## src/rtl/sertx_pkg.sv

```systemverilog
package sertx_pkg;

    localparam int CHAR_W = 8;

    typedef enum logic [2:0] {
        ST_IDLE,
        ST_START,
        ST_DATA,
        ST_PARITY,
        ST_STOP
    } tx_state_e;

    typedef struct packed {
        logic       par_stick;
        logic       par_even;
        logic       par_en;
        logic       long_stop;
        logic [1:0] wlen;
    } tx_fmt_t;

    function automatic tx_fmt_t fmt_decode(input logic [5:0] ctl);
        tx_fmt_t f;
        f.wlen      = ctl[1:0];
        f.long_stop = ctl[2];
        f.par_en    = ctl[3];
        f.par_even  = ctl[4];
        f.par_stick = ctl[5];
        return f;
    endfunction

endpackage

```

## src/rtl/sertx_hold.sv

```systemverilog
module sertx_hold
    import sertx_pkg::*;
(
    input  logic              clk,
    input  logic              rst_n,
    input  logic              wr_en,
    input  logic [CHAR_W-1:0] wr_data,
    input  logic              take,
    output logic [CHAR_W-1:0] hold_data,
    output logic              hold_full
);

    always_ff @(posedge clk or negedge rst_n) begin
        if (!rst_n) begin
            hold_data <= '0;
            hold_full <= 1'b0;
        end else if (wr_en) begin
            hold_data <= wr_data;
            hold_full <= 1'b1;
        end else if (take) begin
            hold_full <= 1'b0;
        end
    end

endmodule

```

## src/rtl/sertx_parity.sv

```systemverilog
module sertx_parity
    import sertx_pkg::*;
(
    input  logic [CHAR_W-1:0] data,
    input  tx_fmt_t           fmt,
    output logic              par_bit
);

    logic [CHAR_W-1:0] mask;
    logic [CHAR_W-1:0] kept;

    always_comb begin
        mask = {CHAR_W{1'b1}} >> (2'd3 - fmt.wlen);
        kept = data & mask;
        if (fmt.par_stick)
            par_bit = ~fmt.par_even;
        else if (fmt.par_even)
            par_bit = ^kept;
        else
            par_bit = ~^kept;
    end

endmodule

```

## src/rtl/sertx_frame_fsm.sv

```systemverilog
module sertx_frame_fsm
    import sertx_pkg::*;
#(
    parameter int TICKS_PER_BIT = 16
) (
    input  logic              clk,
    input  logic              rst_n,
    input  logic              tick,
    input  logic              hold_full,
    input  logic [CHAR_W-1:0] hold_data,
    input  tx_fmt_t           fmt_in,
    input  logic              par_in,
    output logic              take,
    output logic              line,
    output logic              busy
);

    localparam int CNT_W = $clog2(2 * TICKS_PER_BIT);
    localparam logic [CNT_W-1:0] LAST_BIT   = CNT_W'(TICKS_PER_BIT - 1);
    localparam logic [CNT_W-1:0] LAST_HALF  = CNT_W'(TICKS_PER_BIT + TICKS_PER_BIT / 2 - 1);
    localparam logic [CNT_W-1:0] LAST_TWO   = CNT_W'(2 * TICKS_PER_BIT - 1);

    tx_state_e         state_q, state_d;
    logic [CNT_W-1:0]  cnt_q;
    logic [2:0]        bit_q;
    logic [CHAR_W-1:0] sh_q;
    tx_fmt_t           fmt_q;
    logic              par_q;

    logic              bit_end;
    logic              stop_end;
    logic [CNT_W-1:0]  stop_last;
    logic [2:0]        last_idx;

    always_comb begin
        last_idx = 3'd4 + {1'b0, fmt_q.wlen};
        if (!fmt_q.long_stop)
            stop_last = LAST_BIT;
        else if (fmt_q.wlen == 2'b00)
            stop_last = LAST_HALF;
        else
            stop_last = LAST_TWO;
        bit_end  = tick && (cnt_q == LAST_BIT);
        stop_end = tick && (cnt_q == stop_last);
    end

    // next-state logic
    always_comb begin
        state_d = state_q;
        take    = 1'b0;
        unique case (state_q)
            ST_IDLE: begin
                if (hold_full) begin
                    state_d = ST_START;
                    take    = 1'b1;
                end
            end
            ST_START: if (bit_end) state_d = ST_DATA;
            ST_DATA: begin
                if (bit_end && bit_q == last_idx)
                    state_d = fmt_q.par_en ? ST_PARITY : ST_STOP;
            end
            ST_PARITY: if (bit_end) state_d = ST_STOP;
            ST_STOP:   if (stop_end) state_d = ST_IDLE;
            default:   state_d = ST_IDLE;
        endcase
    end

    // state register
    always_ff @(posedge clk or negedge rst_n) begin
        if (!rst_n) state_q <= ST_IDLE;
        else        state_q <= state_d;
    end

    // datapath: tick counter, bit index, shifter, captured format
    always_ff @(posedge clk or negedge rst_n) begin
        if (!rst_n) begin
            cnt_q <= '0;
            bit_q <= '0;
            sh_q  <= '0;
            fmt_q <= '0;
            par_q <= 1'b0;
        end else begin
            if (state_q == ST_IDLE || state_d != state_q)
                cnt_q <= '0;
            else if (bit_end && state_q == ST_DATA)
                cnt_q <= '0;
            else if (tick)
                cnt_q <= cnt_q + 1'b1;

            if (take) begin
                sh_q  <= hold_data;
                fmt_q <= fmt_in;
                par_q <= par_in;
                bit_q <= '0;
            end else if (state_q == ST_DATA && bit_end) begin
                sh_q  <= sh_q >> 1;
                bit_q <= bit_q + 1'b1;
            end
        end
    end

    // outputs
    always_comb begin
        unique case (state_q)
            ST_IDLE:   line = 1'b1;
            ST_START:  line = 1'b0;
            ST_DATA:   line = sh_q[0];
            ST_PARITY: line = par_q;
            ST_STOP:   line = 1'b1;
            default:   line = 1'b1;
        endcase
        busy = (state_q != ST_IDLE);
    end

endmodule

```

## src/rtl/sertx_top.sv

```systemverilog
module sertx_top
    import sertx_pkg::*;
#(
    parameter int TICKS_PER_BIT = 16
) (
    input  logic       clk,
    input  logic       rst_n,
    input  logic       tick,
    input  logic [6:0] line_ctl,
    input  logic       wr_en,
    input  logic [7:0] wr_data,
    output logic       txd,
    output logic       hold_empty,
    output logic       shift_empty
);

    logic              hold_full;
    logic [CHAR_W-1:0] hold_data;
    logic              take;
    logic              line;
    logic              busy;
    logic              par_bit;
    tx_fmt_t           fmt_live;

    assign fmt_live = fmt_decode(line_ctl[5:0]);

    sertx_hold u_hold (
        .clk       (clk),
        .rst_n     (rst_n),
        .wr_en     (wr_en),
        .wr_data   (wr_data),
        .take      (take),
        .hold_data (hold_data),
        .hold_full (hold_full)
    );

    sertx_parity u_par (
        .data    (hold_data),
        .fmt     (fmt_live),
        .par_bit (par_bit)
    );

    sertx_frame_fsm #(.TICKS_PER_BIT(TICKS_PER_BIT)) u_fsm (
        .clk       (clk),
        .rst_n     (rst_n),
        .tick      (tick),
        .hold_full (hold_full),
        .hold_data (hold_data),
        .fmt_in    (fmt_live),
        .par_in    (par_bit),
        .take      (take),
        .line      (line),
        .busy      (busy)
    );

    assign txd         = line & ~line_ctl[6];
    assign hold_empty  = ~hold_full;
    assign shift_empty = ~busy;

endmodule

```

## config.mk

```make
export PLATFORM = sky130hd
export DESIGN_NAME = sertx_top
export DESIGN_NICKNAME = d
export VERILOG_FILES = /design/src/rtl/sertx_pkg.sv /design/src/rtl/sertx_hold.sv /design/src/rtl/sertx_parity.sv /design/src/rtl/sertx_frame_fsm.sv /design/src/rtl/sertx_top.sv
export SDC_FILE = /design/constraint.sdc
export NUM_CORES = 1
export LEC_CHECK = 0
export BUFFER_PORTS_ARGS = -buffer_cell sky130_fd_sc_hd__buf_2
export CAP_MARGIN = 25
export CORE_MARGIN = 2
export CORE_UTILIZATION = 45
export CTS_CLUSTER_DIAMETER = 200
export DETAILED_ROUTE_END_ITERATION = 6
export HOLD_SLACK_MARGIN = 0.05
export SKIP_LAST_GASP = 1
export SLEW_MARGIN = 30
export SYNTH_ARGS = -nofsm -noshare
export SYNTH_HDL_FRONTEND = slang
export SYNTH_SLANG_ARGS = --single-unit
```

## constraint.sdc

```tcl
create_clock -name clk -period 4.3 [get_ports clk]
set_input_delay 0.43 -clock clk [delete_from_list [all_inputs] [get_ports clk]]
set_output_delay 0.43 -clock clk [all_outputs]
set_load 0.02 [all_outputs]
```

# After elaboration in Yosys (flattened, before gate mapping)

Cells that the tools add are included.
Widths: inputs -> output; s select.

Flip-flop bits (word level): 33
Input bits: 19
Logic and storage cells: 65

Add/subtract/negate cells: 4
Shift operators: 1
Mux-type cells: 23
Bitwise gates (word level): 6
Reductions and logical operators: 13
Equal/unequal tests: 8

Operator list:

| operator            | count |
|---|---|
| $mux 3              | 8 |
| $mux 5              | 4 |
| $mux 8              | 2 |
| $pmux 3 s5          | 1 |
| $and 8x8->8         | 1 |
| $reduce_xnor 8->1   | 1 |
| $reduce_xor 8->1    | 1 |
| $shr 8x2->8 const A | 1 |
| $eq 3x2->1 const B  | 2 |
| $mux 1              | 6 |
| $reduce_bool 3->1   | 2 |
| $add 5x1->5 const B | 1 |
| $eq 5x4->1 const B  | 1 |
| $eq 5x5->1          | 1 |
| $logic_and 1x1->1   | 4 |
| $mux 4              | 1 |
| $not 1->1           | 4 |
| $reduce_bool 2->1   | 2 |
| $add 3x1->3 const B | 1 |
| $add 3x2->3 const A | 1 |
| $eq 3x1->1 const B  | 1 |
| $eq 3x3->1          | 1 |
| $eq 3x3->1 const B  | 1 |
| $logic_not 3->1     | 1 |
| other kinds (6)     | 6 |

# Depth between registers and ports, before layout

Depth in word-level cells: 10
Mapped depth: 8
Mapped depth without buffers: 8

# Hierarchy

From an unflattened synthesis, not the netlist that was laid out.

Cell total of the unflattened synthesis: 164
Area, all modules: 1845.5 µm²

Modules (own cells, without submodules):

| module          | cells an instance | area an instance (µm²) | instances | sequential area each (µm²) |
|---|---|---|---|---|
| sertx_frame_fsm | 128               | 1321.3                 | 1         | 600.6 |
| sertx_hold      | 20                | 369.1                  | 1         | 225.2 |
| sertx_parity    | 13                | 133.9                  | 1         | 0.0 |
| sertx_top       | 3                 | 21.3                   | 1         | 0.0 |

# Least setup slack after synthesis

No wires, ideal clock.

Path kind: reg2reg
Start: reg u_fsm.cnt_q[0]
End: reg u_fsm.cnt_q[2]
Slack: 2.327 ns
Arrival time: 1.887 ns
Period minus slack after synthesis: 1.973 ns
Path buffers: 0
Stages on the path, launching flop included: 9
Data required time: 4.214 ns
Path through: dfrtp_1 ha_1 and3_1 ha_1 and4b_1 a211oi_1 o21ai_1 a22o_1 nor3_1

Cells in the longest elaborated chain, start to end: 8
Elaborated cells on any way between the ends: 18

RTL lines:

| element                                                             | line                  | text |
|---|---|---|
| from (decl)                                                         | sertx_frame_fsm.sv:24 | `logic [CNT_W-1:0] cnt_q;` |
| from (signal assigned)                                              | sertx_frame_fsm.sv:89 | `cnt_q <= cnt_q + 1'b1;` |
| $eq 5x4->1                                                          | sertx_frame_fsm.sv:43 | `bit_end = tick && (cnt_q == LAST_BIT);` |
| $logic_and 1x1->1                                                   | sertx_frame_fsm.sv:43 |  |
| $logic_and 1x1->1                                                   | sertx_frame_fsm.sv:60 | `if (bit_end && bit_q == last_idx)` |
| $mux 3                                                              | sertx_frame_fsm.sv:60 |  |
| $pmux 3 s5                                                          | sertx_frame_fsm.sv:51 | `unique case (state_q)` |
| $ne 3x3->1                                                          | sertx_frame_fsm.sv:84 | `if (state_q == ST_IDLE \|\| state_d != state_q)` |
| $logic_or 1x1->1                                                    | sertx_frame_fsm.sv:84 |  |
| $reduce_bool 3->1 (no source line) / $mux 5 (equally long branches) | n/a                   |  |

Parallel ways exist; a longest one is shown, timed or not. The select of a mux whose other input is x is not followed.
A chain may end at the register's enable or synchronous reset.

# Worst setup path in the final report

Start: reg u_fsm.cnt_q[0]
End: reg u_fsm.sh_q[4]

Cells in the longest elaborated chain, start to end: 4

RTL lines:

| element                            | line                  | text |
|---|---|---|
| $eq 5x4->1                         | sertx_frame_fsm.sv:43 |  |
| $logic_and 1x1->1                  | sertx_frame_fsm.sv:43 |  |
| $logic_and 1x1->1                  | sertx_frame_fsm.sv:96 | `end else if (state_q == ST_DATA && bit_end) begin` |
| $reduce_bool 2->1 (no source line) | n/a                   |  |
| to (signal assigned)               | sertx_frame_fsm.sv:92 | `sh_q <= hold_data;` |
| to (signal assigned)               | sertx_frame_fsm.sv:97 | `sh_q <= sh_q >> 1;` |
| to (decl)                          | sertx_frame_fsm.sv:26 | `logic [CHAR_W-1:0] sh_q;` |

Every way passes these cells.

==> summary.txt <==
Run status
  – Status: finished clean

Place
  – Gpl congestion: 0.807
  – Dpl hpwl: 2330 um
  – Number of placed instances with taps included: 229
  – Port bufs: 21

Worst setup path
  – Minimum setup slack among reg-to-reg paths: 2.13 ns
  – Worst setup path startpoint: u_fsm.cnt_q[0]
  – Startpoint type of the worst setup path: register
  – CP max FO: 14
  – CP Data Required Time: 4.52 ns
  – Critical path capture point type: register
  – Crit path to: u_fsm.sh_q[4]
  – Critical path data arrival time: 2.39 ns
  – Capture point of the worst reg-to-reg path: u_fsm.sh_q[4]
  – RR Startpoint: u_fsm.cnt_q[0]
  – Setup CP Type: reg2reg
  – Number of cell instances on the worst register-to-register path: 8

Clock tree
  – Post-cts repair resize count: 0
  – TritonCTS clock tree: done
  – Max Root-Sink Buffers: 2
  – Clock latency reported for the late side of the worst-skew pair: between 0.2 and 0.3 ns
  – TritonCTS buffer count: 5
  – Post-CTS clock slew at the launch and capture registers of the worst setup and hold paths: 0.07 ns
  – Quantity of hold-fixing buffers added after cts: 0
  – Clock tree root driver cell: sky130_fd_sc_hd__clkbuf_8
  – Number of buffers inserted to repair setup after CTS: 0
  – Clock net sink count: 33
  – Depth of the CTS H-tree: 2

Layout
  – Layout cell share with drive strength beyond 1: 20.1%
  – Inserted Diodes: 0
  – Area Growth Syn to Fin: 13.0%
  – Non-filler instance count after layout: 237
  – Leading cell types in the layout, fill and taps excluded: sky130_fd_sc_hd__nand2_1, sky130_fd_sc_hd__dfrtp_1, sky130_fd_sc_hd__buf_2, sky130_fd_sc_hd__mux2_2
  – Sequential cell area in the final layout: 826 um^2
  – Most common library cell in the layout ignoring fill and taps: sky130_fd_sc_hd__nand2_1
  – Number of nets in the finished design: 210
  – Area taken by multi-input logic gates: 797 um^2
  – Number of filler instances in the final layout: 343
  – Util after Layout: 52.3%

STA
  – Fin crit share: 50.5%
  – Unrepaired setup endpoints after global routing: false
  – Total Negative Setup Slacks: 0 ns
  – Final clock skew: 0.00571 ns
  – Highest clock frequency the design can meet: 461 MHz
  – Number of max-slew violations in the final report: 0
  – Max transition margin: 51.2%
  – Hold violation total from the final report: 0
  – Slew at the pin closest to its max-slew limit: 0.732 ns
  – Final critical delay including setup and external delays: roughly 2.2 ns
  – Count of endpoints failing setup in the final report: 0

Power
  – Power per cell area: 522 mW/mm^2
  – Total power draw: 985 uW
  – Worst ir drop on vdd: 0.279 mV
  – Leak Pwr: roughly 0.90 nW

Floorplanning
  – Height of the die: 64.9 um
  – Horizontal die dimension: 64.9 um
  – Floorplan Core Area: 0.00361 mm^2
  – Total Die Area: 0.00421 mm^2
  – Row count: 22
  – I/O pin count: 22
  – Initial Utilization: 46.3%

Flow run
  – Number of maximum-capacitance constraint violations: 0

Synthesis
  – Primary FF master, synth: sky130_fd_sc_hd__dfrtp_1
  – Number of synthesized register bits: 33
  – Post-synth EDFFs: 0
  – Mean instance size in the synthesized netlist: a little over 10 um^2
  – Number of nets in the synthesized netlist: 188
  – Proportion of synthesized chip area in sequential cells: 49.5%
  – Post-synthesis instance area: 0.00167 mm^2
  – Number of library cell types mapped by synthesis: 44
  – Share of async-settable or async-resettable flops after synthesis: 100%
  – Synthesis Warnings: 0
  – Post-synthesis cell count: between 150 and 200

Global route
  – Initial antenna violation count: 0
  – Global-route wire length before repair: 5820 um
  – Global-route usage over all layers: between 10% and 20%
  – Via count of the first global-routing pass: 1292
  – Pin count of the biggest net entering global routing: 34
  – Grt ovf: 0

Routing
  – Vias: 1297
  – Routed Wire Length: between 3000 and 4000 um
  – Routed length on met1: 1480 um
  – DRC violation total after the first TritonRoute iteration: 74
  – Drt pass-1 iters: 4
  – Count of nets left with antenna violations after detail routing: 0
  – Max Used Layer: met4
  – Met2 routed wirelength: around 1500 um
  – Via density per instance: 5.47
  – Met3 wirelength from detailed routing: 146 um
  – Routed length per instance: 13.7 um
  – DRC violation count after routing: 0

Hold path
  – Class of the worst hold path: in2async
-- logic make-up after synthesis --
| logic type | synth area share (%) |
|---|---|
| AOI/OAI and AO/OA | 13.5 |
| DFF | 49.5 |
| muxes | 6.60 |
| adders and majority gates | 2.25 |
| xor gates and xnor gates | 6.60 |
| buffers and inverters | 2.77 |
| and+or+nand+nor | 18.8 |
-- worst max-delay path: stages, from the launching register on --
cell	delay, ns
sky130_fd_sc_hd__dfrtp_1	0.41
sky130_fd_sc_hd__ha_1	0.24
sky130_fd_sc_hd__and3_1	0.19
sky130_fd_sc_hd__ha_1	0.22
sky130_fd_sc_hd__nand2_1	0.12
sky130_fd_sc_hd__and2b_1	0.36
sky130_fd_sc_hd__nor2_2	0.38
sky130_fd_sc_hd__nand2_1	0.11
sky130_fd_sc_hd__nand2_1	0.08
-- registers in the layout, summed over array words and instances, names as in the netlist --
name,count
u_fsm.fmt_q,4
u_hold.hold_full,1
u_fsm.bit_q,3
u_fsm.sh_q,8
u_fsm.par_q,1
u_hold.hold_data,8
u_fsm.state_q,3
u_fsm.cnt_q,5
-- cell usage after synthesis (2+ instances only) --
cell type | number | share of area (%)
sky130_fd_sc_hd__mux2i_1 | 2 | 1.2
sky130_fd_sc_hd__a22o_1 | 4 | 2.1
sky130_fd_sc_hd__inv_1 | 5 | 1.1
sky130_fd_sc_hd__a22oi_1 | 7 | 3.1
sky130_fd_sc_hd__nor3_1 | 3 | 0.90
sky130_fd_sc_hd__clkbuf_1 | 2 | 0.45
sky130_fd_sc_hd__xnor2_1 | 5 | 2.6
sky130_fd_sc_hd__and3_1 | 2 | 0.75
sky130_fd_sc_hd__nor2_1 | 7 | 1.6
sky130_fd_sc_hd__buf_2 | 3 | 0.90
sky130_fd_sc_hd__mux2_2 | 8 | 5.4
sky130_fd_sc_hd__dfrtp_1 | 33 | 49
sky130_fd_sc_hd__a21oi_1 | 5 | 1.5
sky130_fd_sc_hd__nand2_1 | 36 | 8.1
sky130_fd_sc_hd__xor2_1 | 5 | 2.6
sky130_fd_sc_hd__ha_1 | 3 | 2.2
sky130_fd_sc_hd__nand3_1 | 6 | 1.8
sky130_fd_sc_hd__o21ai_0 | 4 | 1.2
-- report_power, final --
group / switching, mW / internal (mW)
sequential: 0.0853 / 0.405
combinational: 0.144 / 0.130
clock: 0.106 / 0.115
-- per-stage QoR --
stage | worst slack [ns] | hold WS, ns | cell area [um^2]
CTS | 2.13 | 0.231 | 1890
global placement | 2.22 | 0.468 | 1810
global route | 1.92 | 0.261 | 1890
floorplan | 2.33 | 0.134 | 1670
detailed placement | 2.15 | 0.464 | 1810
finish | 2.13 | 0.203 | 1890
-- worst min-delay path by stage --
stage / startpoint / endpoint / cells past startpoint
floorplan: rst_n / u_fsm.bit_q[0] / 0
global placement: u_fsm.sh_q[6] / u_fsm.sh_q[6] / 2
detailed placement: u_fsm.sh_q[4] / u_fsm.sh_q[4] / 2
CTS: rst_n / u_fsm.cnt_q[3] / 1
global route: rst_n / u_fsm.cnt_q[3] / 1
finish: rst_n / u_fsm.cnt_q[1] / 1
-- area by class of cell --
cell class,instances,share of cell area [%]
well taps,48,3.18
inverters,5,0.995
clock buffers,8,4.24
multi-input cells,122,42.2
repair buffers,21,5.57
flip-flops and latches,33,43.8
-- layer usage --
metal | track usage (%) | vias up
met5 | 0 | -
li1 | - | 629
met3 | 4.69 | 9
met2 | 28.5 | 37
met4 | 7.98 | 0
met1 | 22.8 | 622
Note: power is estimated with default switching activity, not from simulation.
